## config.mk

```make
export PLATFORM = sky130hd
export DESIGN_NAME = pm_evt_en_top
export DESIGN_NICKNAME = d
export VERILOG_FILES = /design/src/rtl/pm_evt_pkg.sv /design/src/rtl/pm_evt_enreg.sv /design/src/rtl/pm_evt_sts.sv /design/src/rtl/pm_evt_route.sv /design/src/rtl/pm_evt_en_top.sv
export SDC_FILE = /design/constraint.sdc
export NUM_CORES = 1
export LEC_CHECK = 0
export BUFFER_PORTS_ARGS = -buffer_cell sky130_fd_sc_hd__buf_2
export CELL_PAD_IN_SITES_DETAIL_PLACEMENT = 0
export CELL_PAD_IN_SITES_GLOBAL_PLACEMENT = 2
export CORE_MARGIN = 3
export CORE_UTILIZATION = 21
export CTS_CLUSTER_DIAMETER = 50
export DETAILED_ROUTE_END_ITERATION = 10
export PLACE_DENSITY = 0.95
export SLEW_MARGIN = 20
export SYNTH_ARGS = -nofsm -noshare
export SYNTH_HDL_FRONTEND = slang
export SYNTH_SLANG_ARGS = --single-unit
```

## constraint.sdc

```tcl
create_clock -name clk -period 2.6 [get_ports clk]
set_input_delay 0 -clock clk [delete_from_list [all_inputs] [get_ports clk]]
set_output_delay 0 -clock clk [all_outputs]
set_load 0.02 [all_outputs]
```

## src/rtl/pm_evt_pkg.sv

```systemverilog
package pm_evt_pkg;

    localparam int REG_W   = 32;
    localparam int GPI_N   = 16;
    localparam int GPI_LSB = 16;

    localparam int B_USB4   = 14;
    localparam int B_PMEB0  = 13;
    localparam int B_USB3   = 12;
    localparam int B_PME    = 11;
    localparam int B_BATLOW = 10;
    localparam int B_PCIE   = 9;
    localparam int B_RI     = 8;

    // reset-domain groups of the enable register
    localparam logic [REG_W-1:0] GPI_MASK  = 32'hFFFF_0000;
    localparam logic [REG_W-1:0] RTC_MASK  = (32'h1 << B_PMEB0) | (32'h1 << B_RI);
    localparam logic [REG_W-1:0] HARD_MASK = (32'h1 << B_USB4) | (32'h1 << B_USB3) |
                                             (32'h1 << B_PME)  | (32'h1 << B_BATLOW) |
                                             (32'h1 << B_PCIE);
    localparam logic [REG_W-1:0] IMPL_MASK = GPI_MASK | RTC_MASK | HARD_MASK;

    // output routing groups
    localparam logic [REG_W-1:0] WAKE_MASK = GPI_MASK | (32'h1 << B_USB4) | (32'h1 << B_PMEB0) |
                                             (32'h1 << B_USB3) | (32'h1 << B_PME) | (32'h1 << B_RI);
    localparam logic [REG_W-1:0] SCI_FIXED = GPI_MASK | (32'h1 << B_PME) | (32'h1 << B_PCIE);
    localparam logic [REG_W-1:0] SEL_MASK  = (32'h1 << B_PMEB0) | (32'h1 << B_BATLOW);

    typedef struct packed {
        logic wake;
        logic sci;
        logic smi;
    } pm_req_t;

    function automatic logic [REG_W-1:0] sci_route(input logic sci_mode);
        return SCI_FIXED | (sci_mode ? SEL_MASK : '0);
    endfunction

    function automatic logic [REG_W-1:0] smi_route(input logic sci_mode);
        return sci_mode ? '0 : SEL_MASK;
    endfunction

endpackage

```

## src/rtl/pm_evt_enreg.sv

```systemverilog
module pm_evt_enreg
    import pm_evt_pkg::*;
(
    input  logic             clk,
    input  logic             rsm_rst,
    input  logic             rtc_rst,
    input  logic             hard_rst,
    input  logic             wr_en,
    input  logic [REG_W-1:0] wr_data,
    output logic [REG_W-1:0] en_q
);

    logic [REG_W-1:0] clr_vec;

    // each bit picks the reset that owns its field
    for (genvar i = 0; i < REG_W; i++) begin : g_dom
        if (RTC_MASK[i]) begin : g_rtc
            assign clr_vec[i] = rtc_rst;
        end else if (GPI_MASK[i]) begin : g_rsm
            assign clr_vec[i] = rsm_rst;
        end else begin : g_hard
            assign clr_vec[i] = rsm_rst | hard_rst;
        end
    end

    always_ff @(posedge clk) begin
        en_q <= ((wr_en ? wr_data : en_q) & ~clr_vec) & IMPL_MASK;
    end

endmodule

```

## src/rtl/pm_evt_sts.sv

```systemverilog
module pm_evt_sts
    import pm_evt_pkg::*;
#(
    parameter int SYNC_STAGES = 2
) (
    input  logic             clk,
    input  logic             rsm_rst,
    input  logic [REG_W-1:0] evt_raw,
    input  logic             batlow_n,
    input  logic [REG_W-1:0] clr,
    output logic [REG_W-1:0] sts_q,
    output logic             batlow_ok
);

    logic [SYNC_STAGES-1:0] sync_q;
    logic                   hist_q;
    logic                   bl_fall;
    logic [REG_W-1:0]       set_vec;

    always_ff @(posedge clk) begin
        if (rsm_rst) begin
            sync_q <= '1;
            hist_q <= 1'b1;
        end else begin
            sync_q <= {sync_q[SYNC_STAGES-2:0], batlow_n};
            hist_q <= sync_q[SYNC_STAGES-1];
        end
    end

    assign batlow_ok = sync_q[SYNC_STAGES-1];
    assign bl_fall   = hist_q & ~batlow_ok;
    assign set_vec   = evt_raw | (REG_W'(bl_fall) << B_BATLOW);

    // set has priority over a same-cycle clear
    always_ff @(posedge clk) begin
        if (rsm_rst) sts_q <= '0;
        else         sts_q <= ((sts_q & ~clr) | set_vec) & IMPL_MASK;
    end

endmodule

```

## src/rtl/pm_evt_route.sv

```systemverilog
module pm_evt_route
    import pm_evt_pkg::*;
(
    input  logic             clk,
    input  logic             rsm_rst,
    input  logic [REG_W-1:0] sts,
    input  logic [REG_W-1:0] en,
    input  logic             sci_en,
    input  logic             batlow_ok,
    output pm_req_t          req_q
);

    logic [REG_W-1:0] armed;
    pm_req_t          req_d;

    always_comb begin
        armed      = sts & en;
        req_d.wake = (|(armed & WAKE_MASK)) & batlow_ok;
        req_d.sci  = |(armed & sci_route(sci_en));
        req_d.smi  = |(armed & smi_route(sci_en));
    end

    always_ff @(posedge clk) begin
        if (rsm_rst) req_q <= '0;
        else         req_q <= req_d;
    end

endmodule

```

## src/rtl/pm_evt_en_top.sv

```systemverilog
module pm_evt_en_top
    import pm_evt_pkg::*;
#(
    parameter int SYNC_STAGES = 2
) (
    input  logic        clk,
    input  logic        rsm_rst,
    input  logic        rtc_rst,
    input  logic        hard_rst,
    input  logic        wr_en,
    input  logic [31:0] wr_data,
    output logic [31:0] rd_data,
    input  logic        sci_en,
    input  logic [15:0] gpi_evt,
    input  logic        usb4_evt,
    input  logic        pme_b0_evt,
    input  logic        usb3_evt,
    input  logic        pme_evt,
    input  logic        pcie_evt,
    input  logic        ri_evt,
    input  logic        batlow_n,
    input  logic [31:0] sts_clr,
    output logic [31:0] sts_rd,
    output logic        wake_req,
    output logic        sci_req,
    output logic        smi_req
);

    logic [REG_W-1:0] en_q;
    logic [REG_W-1:0] sts_q;
    logic [REG_W-1:0] evt_vec;
    logic             batlow_ok;
    pm_req_t          req_q;

    always_comb begin
        evt_vec                           = '0;
        evt_vec[GPI_LSB +: GPI_N]         = gpi_evt;
        evt_vec[B_USB4]                   = usb4_evt;
        evt_vec[B_PMEB0]                  = pme_b0_evt;
        evt_vec[B_USB3]                   = usb3_evt;
        evt_vec[B_PME]                    = pme_evt;
        evt_vec[B_PCIE]                   = pcie_evt;
        evt_vec[B_RI]                     = ri_evt;
    end

    pm_evt_enreg u_enreg (
        .clk      (clk),
        .rsm_rst  (rsm_rst),
        .rtc_rst  (rtc_rst),
        .hard_rst (hard_rst),
        .wr_en    (wr_en),
        .wr_data  (wr_data),
        .en_q     (en_q)
    );

    pm_evt_sts #(.SYNC_STAGES(SYNC_STAGES)) u_sts (
        .clk       (clk),
        .rsm_rst   (rsm_rst),
        .evt_raw   (evt_vec),
        .batlow_n  (batlow_n),
        .clr       (sts_clr),
        .sts_q     (sts_q),
        .batlow_ok (batlow_ok)
    );

    pm_evt_route u_route (
        .clk       (clk),
        .rsm_rst   (rsm_rst),
        .sts       (sts_q),
        .en        (en_q),
        .sci_en    (sci_en),
        .batlow_ok (batlow_ok),
        .req_q     (req_q)
    );

    assign rd_data  = en_q;
    assign sts_rd   = sts_q;
    assign wake_req = req_q.wake;
    assign sci_req  = req_q.sci;
    assign smi_req  = req_q.smi;

endmodule

```

Word level (Yosys, flattened, before mapping)

Index checks and enable logic that the tools add are counted.

Register bits after elaboration: 61
Input port bits: 93
Output and inout bits: 67
Word-level logic and storage cells: 27

Multiplexer cells: 3
Bitwise logic cells: 13
Reductions and logical operators: 3

Operators with widths:

| kind                 | number |
|---|---|
| AND 32 bit           | 5 |
| inverter 32 bit      | 2 |
| OR reduction 32 bit  | 2 |
| two-way mux 32 bit   | 1 |
| OR 32 x 11 -> 32 bit | 1 |
| OR 32 bit            | 1 |
| two-way mux 14 bit   | 2 |
| OR reduction 21 bit  | 1 |
| AND 1 bit            | 2 |
| inverter 1 bit       | 1 |
| OR 1 bit             | 1 |

Logic depth before layout (Yosys ltp)

Gate-level depths: netlist of the first run.

Depth after elaboration: 4
Depth in mapped cells: 4
Depth with buffers taken out: 4

Cells and area by module

A second synthesis of the first run with hierarchy kept.

Cell total of the unflattened synthesis: 220
Area, all modules: 2,189.6 um^2

By module, submodules not included:

| module        | instances | cells an instance | area an instance (um^2) | seq. area each (um^2) |
|---|---|---|---|---|
| pm_evt_sts    | 1         | 112               | 1,079.8                 | 520.5 |
| pm_evt_enreg  | 1         | 84                | 904.6                   | 460.4 |
| pm_evt_route  | 1         | 23                | 201.4                   | 60.1 |
| pm_evt_en_top | 1         | 1                 | 3.8                     | 0.0 |

Least setup slack after synthesis of the first run

No wires, ideal clock.

Path kind: reg-to-reg
Start point: reg u_sts.sts_q[28]
End point: reg, netlist name u_route.req_q[2]
Setup time: 0.132 ns
Arrival time: 1.088 ns
Required time: 2.468 ns
Path slack: 1.380 ns
Stages on the path, launching flop included: 5
Buffers on the path: 0
Period minus slack after synthesis: 1.220 ns
Cell sequence: dfxtp_1 -> a222oi_1 -> nand3_1 -> nor3_2 -> a311oi_1

Cells in the longest elaborated chain, start to end: 3

RTL lines:

| what                   | line               | text |
|---|---|---|
| start, declared        | pm_evt_sts.sv:11   | `output logic [REG_W-1:0] sts_q,` |
| start signal, assigned | pm_evt_sts.sv:37   | `else sts_q <= ((sts_q & ~clr) \| set_vec) & IMPL_MASK;` |
| AND 32 bit             | pm_evt_route.sv:17 | `armed = sts & en;` |
| OR reduction 21 bit    | pm_evt_route.sv:18 | `req_d.wake = (\|(armed & WAKE_MASK)) & batlow_ok;` |
| AND 1 bit              | pm_evt_route.sv:18 |  |

Every way passes these cells.
A chain may end at the register's enable or synchronous reset.

Worst setup path after layout of the first run

Start point: reg u_sts.sts_q[28]
End point: reg, netlist name u_route.req_q[2]

Cells in the longest elaborated chain, start to end: 3

RTL lines:

| what                | line |
|---|---|
| AND 32 bit          | pm_evt_route.sv:17 |
| OR reduction 21 bit | pm_evt_route.sv:18 |
| AND 1 bit           | pm_evt_route.sv:18 |

Every way passes these cells.

==> flow_summary_export.csv, run 1 <==
group,metric,value,unit
timing,max_slew.worst_pin.slew,920,ps
detailed_routing,drt_wl_total,6280,um
detailed_routing,wl_per_cell,11.8,um
detailed_routing,drtIter0Drc,31,
flow_run,maxCapViolations,0,
critical_path,reg2reg_to,"u_route.req_q[2]",
worst_hold_path,holdPathEnd,"u_sts.sts_q[24]",
placement,gp_congestion,0.697,
clocking,clkSinkCount,52,
timing,rsz0062_at_grt,"false",
floorplan,start_util,0.222,
worst_hold_path,hp-start,"sts_clr[24]",
cells_and_area,syn2layout_area_growth,72.5,%
critical_path,start_kind,"flip-flop",
critical_path,cpMaxStageDelayCell,"a222oi_1",
global_route,grt_max_degree,51,
critical_path,path_cells,"a222oi_1, nand3_1, nor3_2, a311oi_1",
worst_hold_path,worstHoldPathCells,4,
synth,synth_area_per_cell,9.15,um2
critical_path,setup.worst_path.class,"flip-flop to flip-flop",
timing,max_clock_freq,706,MHz
synth,synth_area,2000,um2
power,vdd_drop_max,0.234,mV
synth,ys_types,19,
synth,yosys.area_share.adder,0,
power,p_total,1.80,mW
clocking,worstSkewPairLatency,290,ps
timing,slew_viol_final,0,
power,static-leakage-power,1.79,nW
global_route,grt_overflow_total,0,
critical_path,cp-end-kind,"flip-flop",
floorplan,rows,34,
cells_and_area,drive_gt1_frac,0.329,
critical_path,cp.required,2740,ps
cells_and_area,n_antenna_cell,0,
clocking,cts-root-buf,"clkbuf_8",
global_route,antenna_found_initial,0,
detailed_routing,drt-vias-per-instance,3.94,
critical_path,path_delay_family,"compound AO/OA/AOI/OAI gates",
floorplan,core_area,8980,um2
placement,dp_hpwl,4250,um
timing,fin_crit,1420,ps
power,power_density,522,nW/um2
critical_path,crit_path_max_fanout,3,
global_route,grt_pass1_wl,9560,um
clocking,cts_tree,"done",
clocking,path_clk_slew,90,ps
floorplan,die_y,103,um
timing,setup_violations,0,
synth,synth-compound-area-share,0.112,
timing,relSlewSlack,0.386,
detailed_routing,num_vias,2100,
timing,fin_skew,3.64,ps
cells_and_area,finish.utilization,0.384,
synth,synthCells,218,
critical_path,rr_worst_depth,4,
synth,synth_top_family_by_area,"buffers and inverters",
synth,synthMuxAreaShare,0.115,
synth,synth_xor_area_frac,0,
clocking,clockBufferDepth,2,
floorplan,ios,160,
synth,seq_area_frac_synth,0.522,
timing,hold_slack,5.03,ps
timing,min_period_over_period,0.544,
cells_and_area,nets,499,
timing,hold_viol_final,0,
worst_hold_path,holdCritPathClass,"primary input to flip-flop",
floorplan,dieArea,10700,um2
global_route,grt.total_usage,0.113,
detailed_routing,antenna_left,0,
placement,portBuffers,123,
clocking,postCtsSetupBuffers,0,
placement,dp_slack,1110,ps
critical_path,ff2ff_setup_slack,1180,ps
critical_path,critPathBufInv,0,
synth,yosys.area_share.simple,0.115,
global_route,grt_pass1_vias,2143,
timing,fin_tns_setup,0,ps
synth,synth-seq-cells,52,
critical_path,arrival,1560,ps
critical_path,timing.rr.start,"u_sts.sts_q[28]",
clocking,numCtsBuffers,5,
detailed_routing,firstDrtPassIters,4,
clocking,htreeDepth,2,
synth,ys.warnings.count,0,
detailed_routing,drc,0,
status,outcome,"complete, no violations",
critical_path,cpPeakStageDelay,430,ps
floorplan,die_x,103,um
timing,setup_ws,1180,ps
## layout by cell type (no fill, tap or decap), drive strengths merged
| master | count |
|---|---|
| or2 | 3 |
| buf | 123 |
| clkinv | 1 |
| a22o | 1 |
| clkbuf | 6 |
| nor3 | 7 |
| a22oi | 10 |
| nor2 | 41 |
| dlygate4sd3 | 68 |
| nor2b | 1 |
| mux2i | 23 |
| nand4 | 1 |
| bufinv | 1 |
| conb | 18 |
| a21oi | 24 |
| a311oi | 1 |
| nand3 | 1 |
| inv | 24 |
| dfxtp | 52 |
| a222oi | 1 |
## flip-flops by register name, indices dropped and copies added, names as in the netlist
register,flops
u_enreg.en_q,23
u_sts.sts_q,23
u_route.req_q,3
u_sts.hist_q,1
u_sts.sync_q,2
## cells by family after synthesis
group / count (synthesis)
DFF: 52
AOI/OAI and AO/OA: 37
buffers and inverters: 51
muxes: 23
and+or+nand+nor: 54
other: 1
## per-stage QoR
step,std cells,instance area (um2)
after detailed placement,457,2660
after global placement,457,2660
after CTS,533,3440
final,533,3440
after global routing,533,3440
after floorplan,235,2060
## cell usage after synthesis
cell | n | area (um2)
or2_2 | 3 | 18.8
conb_1 | 1 | 3.75
a21oi_1 | 24 | 120
nor2_1 | 41 | 154
clkbuf_1 | 6 | 22.5
nor3_1 | 6 | 30.0
a222oi_1 | 1 | 10.0
a22o_1 | 1 | 8.76
buf_4 | 20 | 150
a22oi_1 | 10 | 75.1
dfxtp_1 | 52 | 1040
nand4_1 | 1 | 6.26
mux2i_1 | 23 | 230
a311oi_1 | 1 | 8.76
nand3_1 | 1 | 5.00
buf_2 | 1 | 5.00
nor3_2 | 1 | 10.0
inv_1 | 24 | 90.1
nor2b_1 | 1 | 6.26
## tightest hold or removal path, stage by stage
cell and delay, ps:
buf_2 90, inv_1 40, a21oi_1 60, nor2_1 70
## layout make-up
class	instances	area [um2]
Timing Repair Buffer	191	1300
Multi-Input combinational cell	132	751
Fill cell	884	5530
Inverter	24	90.1
Sequential cell	52	1040
Tap cell	126	158
Clock inverter	2	35.0
Clock buffer	6	72.6
## routing by layer
metal | vias to the layer above | routed length (um) | global-route usage
li1 | 1052 | - | -
met1 | 972 | 2540 | 0.126
met2 | 72 | 3390 | 0.215
met3 | 4 | 285 | 0.0221
met4 | 0 | 61 | 0.0319
met5 | - | 0 | 0
## what timing repair did
item,CTS,global route
resized for setup,0,0
endpoints found under the hold margin,47,0
hold buffers,68,0
## worst max path at each step
stage | from | endpoint | slack (ps) | cells after the start
finish | u_sts.sts_q[28] | u_route.req_q[2] | 1180 | 4
floorplan | u_sts.sts_q[28] | u_route.req_q[2] | 1380 | 4
detailed placement | u_sts.sts_q[28] | u_route.req_q[2] | 1110 | 4
CTS | u_sts.sts_q[28] | u_route.req_q[2] | 1090 | 4
global placement | u_sts.sts_q[28] | u_route.req_q[2] | 1150 | 4
global route | u_sts.sts_q[28] | u_route.req_q[2] | 960 | 4
## power by group
group / switching [mW] / leakage, nW / internal (mW)
combinational: 0.189 / 1.31 / 0.186
sequential: 0.0336 / 0.431 / 0.845
clock: 0.257 / 0.0552 / 0.286
Power figures use the tool's default switching activity.
==> inputs of run 2 (changes only) <==
--- a/config.mk
+++ b/config.mk
@@ -9,10 +9,10 @@
 export CELL_PAD_IN_SITES_DETAIL_PLACEMENT = 0
 export CELL_PAD_IN_SITES_GLOBAL_PLACEMENT = 2
 export CORE_MARGIN = 3
-export CORE_UTILIZATION = 21
+export CORE_UTILIZATION = 18
 export CTS_CLUSTER_DIAMETER = 50
 export DETAILED_ROUTE_END_ITERATION = 10
-export PLACE_DENSITY = 0.95
+export PLACE_DENSITY = 0.88
 export SLEW_MARGIN = 20
 export SYNTH_ARGS = -nofsm -noshare
 export SYNTH_HDL_FRONTEND = slang
==> constraint.sdc (replaced) <==
create_clock -name clk -period 1.2 [get_ports clk]
set_input_delay 0 -clock clk [delete_from_list [all_inputs] [get_ports clk]]
set_output_delay 0 -clock clk [all_outputs]
set_load 0.02 [all_outputs]
==> flow_summary_export.csv, run 2 (synthesized netlist as in run 1, its figures left out) <==
group,metric,value,unit
detailed_routing,num_vias,2118,
global_route,antenna_found_initial,0,
floorplan,core_area,10600,um2
timing,fin_skew,3.55,ps
status,violations,"hold timing, setup timing",
worst_hold_path,holdCritPathClass,"primary input to flip-flop",
detailed_routing,drt-vias-per-instance,3.79,
power,power_density,1100,nW/um2
timing,fin_crit,1320,ps
global_route,top_usage_layer,"met2",
timing,hold_slack,-14.1,ps
floorplan,rows,37,
critical_path,start_kind,"flip-flop",
clocking,numCtsBuffers,5,
cells_and_area,seq_area,1050,um2
cells_and_area,finish.utilization,0.341,
cells_and_area,nets,515,
critical_path,cp.required,1370,ps
floorplan,ios,160,
timing,setup_violations,2,
floorplan,dieArea,12400,um2
cells_and_area,mostFrequentLayoutCells,"123 x buf_2, 62 x dlygate4sd3_1, 41 x nor2_1, 41 x dfxtp_1, 24 x inv_1",
clocking,cts-root-buf,"clkbuf_8",
global_route,grt_pass1_vias,2191,
detailed_routing,drt_wl_total,6720,um
clocking,htreeDepth,2,
timing,max_clock_freq,757,MHz
clocking,path_clk_slew,90,ps
global_route,grt_pass1_wl,10800,um
placement,dp_hpwl,4850,um
floorplan,start_util,0.189,
timing,hold_viol_final,7,
global_route,grt.total_usage,0.108,
placement,dp.cells,486,
cells_and_area,syn2layout_area_growth,80.5,%
critical_path,crit_path_max_fanout,2,
detailed_routing,drtIter0Drc,78,
cells_and_area,fillers,1096,
floorplan,die_y,111,um
detailed_routing,antenna_left,0,
critical_path,cp-end-kind,"flip-flop",
global_route,met1_usage,0.125,
clocking,clkSinkCount,52,
placement,gp_congestion,0.790,
status,outcome,"complete, but fails checks",
clocking,clockBufferDepth,2,
timing,rsz0062_at_grt,"true",
power,vdd_drop_max,0.526,mV
clocking,worstSkewPairLatency,300,ps
global_route,grt_use_met2,0.197,
cells_and_area,postLayoutCellArea,3600,um2
detailed_routing,firstDrtPassIters,4,
clocking,cts_tree,"done",
cells_and_area,n_antenna_cell,0,
timing,setup_ws,-121,ps
timing,slew_viol_final,0,
critical_path,setup.worst_path.class,"flip-flop to flip-flop",
cells_and_area,reg_top3,"u_enreg.en_q x23, u_sts.sts_q x23, u_route.req_q x3",
cells_and_area,multi_input_area,762,um2
timing,min_period_over_period,1.10,
flow_run,maxCapViolations,0,
cells_and_area,drive_gt1_frac,0.404,
floorplan,die_x,111,um
power,static-leakage-power,1.88,nW
timing,fin_tns_setup,-197,ps
global_route,grt_overflow_total,0,
global_route,grtUsageMet3,0.0251,
detailed_routing,drc,0,
detailed_routing,wl_per_cell,12.0,um
global_route,grt_max_degree,24,
placement,placed_area,2820,um2
cells_and_area,final_cells,559,
critical_path,arrival,1490,ps
placement,portBuffers,123,
cells_and_area,layout_commonest_cell,"buf_2",
run 2: changes by cell type in the layout (fill, tap and decap cells not counted), sizes merged:
cell,change
buf,+22
clkinvlp,+1
clkbuf,-1
dlygate4sd3,-6
run 2: routing by layer:
layer	vias to the layer above	wire length [um]	part of all wire
met4	0	65	0.0097
li1	1085	-	-
met3	4	419	0.062
met5	-	0	0
met1	947	2830	0.42
met2	82	3400	0.51
run 2: stage by stage:
step	setup WS [ps]	total power [mW]
6_report	-121	3.97
3_3_place_gp	-104	2.63
4_1_cts	-207	4.06
5_1_grt	-294	4.20
2_1_floorplan	2.15	2.35
3_5_place_dp	-185	2.64
run 2: what timing repair did:
action | CTS | global route
resized for setup | 1 | 12
pin swaps | 1 | 0
buffers inserted | 2 | 1
setup endpoints to repair | 2 | 12
hold buffers | 69 | 0
hold endpoints to repair | 47 | 0
run 2: where the power goes:
part	switching (mW)	total, mW	leakage [nW]	internal (mW)
Sequential	0.0700	1.90	0.434	1.83
Combinational	0.428	0.864	1.39	0.436
Clock	0.581	1.20	0.0541	0.618
run 2: final timing paths:
check / start / to / slack [ps] / depth (start not counted)
max reg2reg: u_enreg.en_q[28] / u_route.req_q[2] / -120 / 4
min: sts_clr[13] / u_sts.sts_q[13] / -10 / 4
max: u_enreg.en_q[28] / u_route.req_q[2] / -120 / 4
min reg2reg: u_sts.sync_q[0] / u_sts.sync_q[1] / 420 / 1
run 2: cell type report:
class,instances,share of cell area
clock buffer,5,0.0191
clock inverter,3,0.0118
inverter,24,0.0250
multi-input combinational,132,0.212
sequential,52,0.293
tap,136,0.0472
timing repair buffer,207,0.392
run 2: worst max-delay path, stage by stage, from the launching register on:
cell,delay [ps]
dfxtp_2,330
a222oi_1,370
nand3_1,130
nor3_2,220
a311oi_1,130
==> inputs of run 3 (changes only) <==
--- a/config.mk
+++ b/config.mk
@@ -13,6 +13,7 @@
 export CTS_CLUSTER_DIAMETER = 50
 export DETAILED_ROUTE_END_ITERATION = 10
 export PLACE_DENSITY = 0.88
+export SETUP_SLACK_MARGIN = 0.1
 export SLEW_MARGIN = 20
 export SYNTH_ARGS = -nofsm -noshare
 export SYNTH_HDL_FRONTEND = slang
==> constraint.sdc (replaced) <==
create_clock -name clk -period 1.2 [get_ports clk]
set_input_delay 0.06 -clock clk [delete_from_list [all_inputs] [get_ports clk]]
set_output_delay 0.06 -clock clk [all_outputs]
set_load 0.02 [all_outputs]
==> flow_summary_export.csv, run 3 (synthesized netlist as in run 1, its figures left out) <==
group,metric,value,unit
timing,setup_ws,-103,ps
floorplan,core_area,10600,um2
status,violations,"setup timing",
detailed_routing,firstDrtPassIters,4,
power,swShare,0.288,
cells_and_area,mostFrequentLayoutCells,"123 x buf_2, 48 x dfxtp_1, 41 x nor2_1, 41 x dlygate4sd3_1",
power,p_total,3.76,mW
detailed_routing,wl_per_cell,12.1,um
critical_path,cpMaxStageDelayCell,"a222oi_1",
global_route,grt_pass1_wl,9850,um
worst_hold_path,holdCritPathClass,"primary input to flip-flop",
critical_path,timing.rr.start,"u_enreg.en_q[28]",
cells_and_area,nets,488,
placement,portBuffers,123,
timing,fin_skew,13.7,ps
cells_and_area,reg_top3,"u_enreg.en_q x23, u_sts.sts_q x23, u_route.req_q x3",
timing,rsz0062_at_grt,"true",
clocking,postCtsSetupBuffers,0,
global_route,grt_pass1_vias,1951,
critical_path,cp.required,1380,ps
flow_run,maxCapViolations,0,
cells_and_area,syn2layout_area_growth,66.6,%
clocking,cts-root-buf,"clkbuf_8",
critical_path,cp-end-kind,"flip-flop",
critical_path,reg2reg_to,"u_route.req_q[2]",
floorplan,rows,37,
power,vdd_drop_max,0.419,mV
power,switchingPower,1.08,mW
detailed_routing,antenna_left,0,
worst_hold_path,holdPathEnd,"u_enreg.en_q[12]",
timing,slew_viol_final,0,
critical_path,rr_worst_depth,4,
floorplan,dieArea,12400,um2
timing,min_period_over_period,1.09,
clocking,clkSinkCount,52,
power,p_int,2.68,mW
cells_and_area,finish.utilization,0.315,
global_route,grt.total_usage,0.0995,
power,power_density,1130,nW/um2
cells_and_area,drive_gt1_frac,0.391,
floorplan,ios,160,
placement,gp_congestion,0.775,
power,power_frac_comb,0.210,
timing,hold_viol_final,0,
detailed_routing,num_vias,2011,
critical_path,cpPeakStageDelay,370,ps
clocking,path_clk_slew,100,ps
critical_path,crit_path_max_fanout,3,
timing,max_clock_freq,768,MHz
critical_path,setup.worst_path.class,"flip-flop to flip-flop",
global_route,grt_max_degree,32,
critical_path,path_cells,"a222oi_1, nand3_1, nor3_2, a311oi_1",
cells_and_area,layout_commonest_cell,"buf_2",
clocking,worstSkewPairLatency,310,ps
global_route,antenna_found_initial,1,
power,static-leakage-power,1.75,nW
floorplan,die_y,111,um
timing,fin_crit,1300,ps
clocking,cts_tree,"done",
floorplan,start_util,0.189,
detailed_routing,drtIter0Drc,72,
worst_hold_path,worstHoldPathCells,2,
critical_path,ff2ff_setup_slack,-100,ps
floorplan,die_x,111,um
power,clkPwrFrac,0.284,
clocking,clockBufferDepth,2,
timing,setup_violations,2,
critical_path,start_kind,"flip-flop",
placement,dp_hpwl,4870,um
worst_hold_path,hp-start,"hard_rst",
status,outcome,"complete, but fails checks",
detailed_routing,drt_wl_total,6430,um
clocking,numCtsBuffers,5,
detailed_routing,drc,0,
cells_and_area,n_antenna_cell,0,
clocking,htreeDepth,2,
global_route,grt_overflow_total,0,
critical_path,arrival,1480,ps
power,seqPwrFrac,0.506,
detailed_routing,drt-vias-per-instance,3.78,
-- run 3: cell types whose count changed in the layout (fill, tap and decap cells not counted), sizes merged --
cell / previous run / this run
clkinv: 1 / 0
clkbuf: 5 / 6
bufinv: 1 / 0
buf: 145 / 139
dlygate4sd3: 62 / 41
clkinvlp: 1 / 2
-- run 3: worst max path at each step --
stage / end / startpoint / slack (ps) / cells past startpoint
floorplan: u_route.req_q[2] / u_enreg.en_q[28] / 60 / 4
global placement: u_route.req_q[2] / u_enreg.en_q[28] / -100 / 4
detailed placement: u_route.req_q[2] / u_enreg.en_q[28] / -150 / 4
CTS: u_route.req_q[2] / u_sts.sts_q[28] / -160 / 4
global route: u_route.req_q[2] / u_enreg.en_q[28] / -270 / 4
finish: u_route.req_q[2] / u_enreg.en_q[28] / -100 / 4
-- run 3: through the flow --
stage | setup TNS, ps | setup WS (ps) | area, um2 | hold slack, ps | std cells
2_1_floorplan | 0 | 63.0 | 2060 | 132 | 235
3_3_place_gp | -157 | -96.4 | 2820 | 238 | 483
3_5_place_dp | -265 | -155 | 2820 | 240 | 483
4_1_cts | -265 | -163 | 3320 | 3.59 | 532
5_1_grt | -474 | -267 | 3330 | 4.72 | 532
6_report | -156 | -103 | 3330 | 12.4 | 532
-- run 3: routing by layer --
metal | vias up | GRT usage | part of all wire
met3 | 7 | 0.0262 | 0.067
met2 | 82 | 0.173 | 0.49
met4 | 2 | 0.0316 | 0.012
met1 | 883 | 0.119 | 0.43
li1 | 1037 | - | -
met5 | - | 0 | 0.0020
-- run 3: worst max-delay path, delay by kind of cell, from the launching register on --
| kind | cells | cell delay (ps) |
|---|---|---|
| simple gates | 2 | 350 |
| compound gates | 2 | 480 |
| flops | 1 | 340 |
-- run 3: layout make-up --
class / instances / area (um2)
multi-input cells: 132 / 751
clock buffers: 6 / 82.6
repair buffers: 180 / 1170
well taps: 136 / 170
inverters: 24 / 90.1
flip-flops and latches: 52 / 1050
clock inverters: 2 / 15.0
fillers: 1095 / 7230
-- run 3: timing repair --
item,CTS,global route
pin swaps,2,2
hold endpoints to repair,40,0
gates resized for setup,0,1
hold buffers,41,0
setup endpoints to repair,2,3
-- run 3: power groups by stage --
stage	clock [mW]	combinational, mW	sequential [mW]
floorplan	0	0.289	2.06
global placement	0	0.690	1.94
detailed placement	0	0.696	1.94
CTS	1.13	0.801	1.90
global route	1.20	0.862	1.92
finish	1.07	0.790	1.90
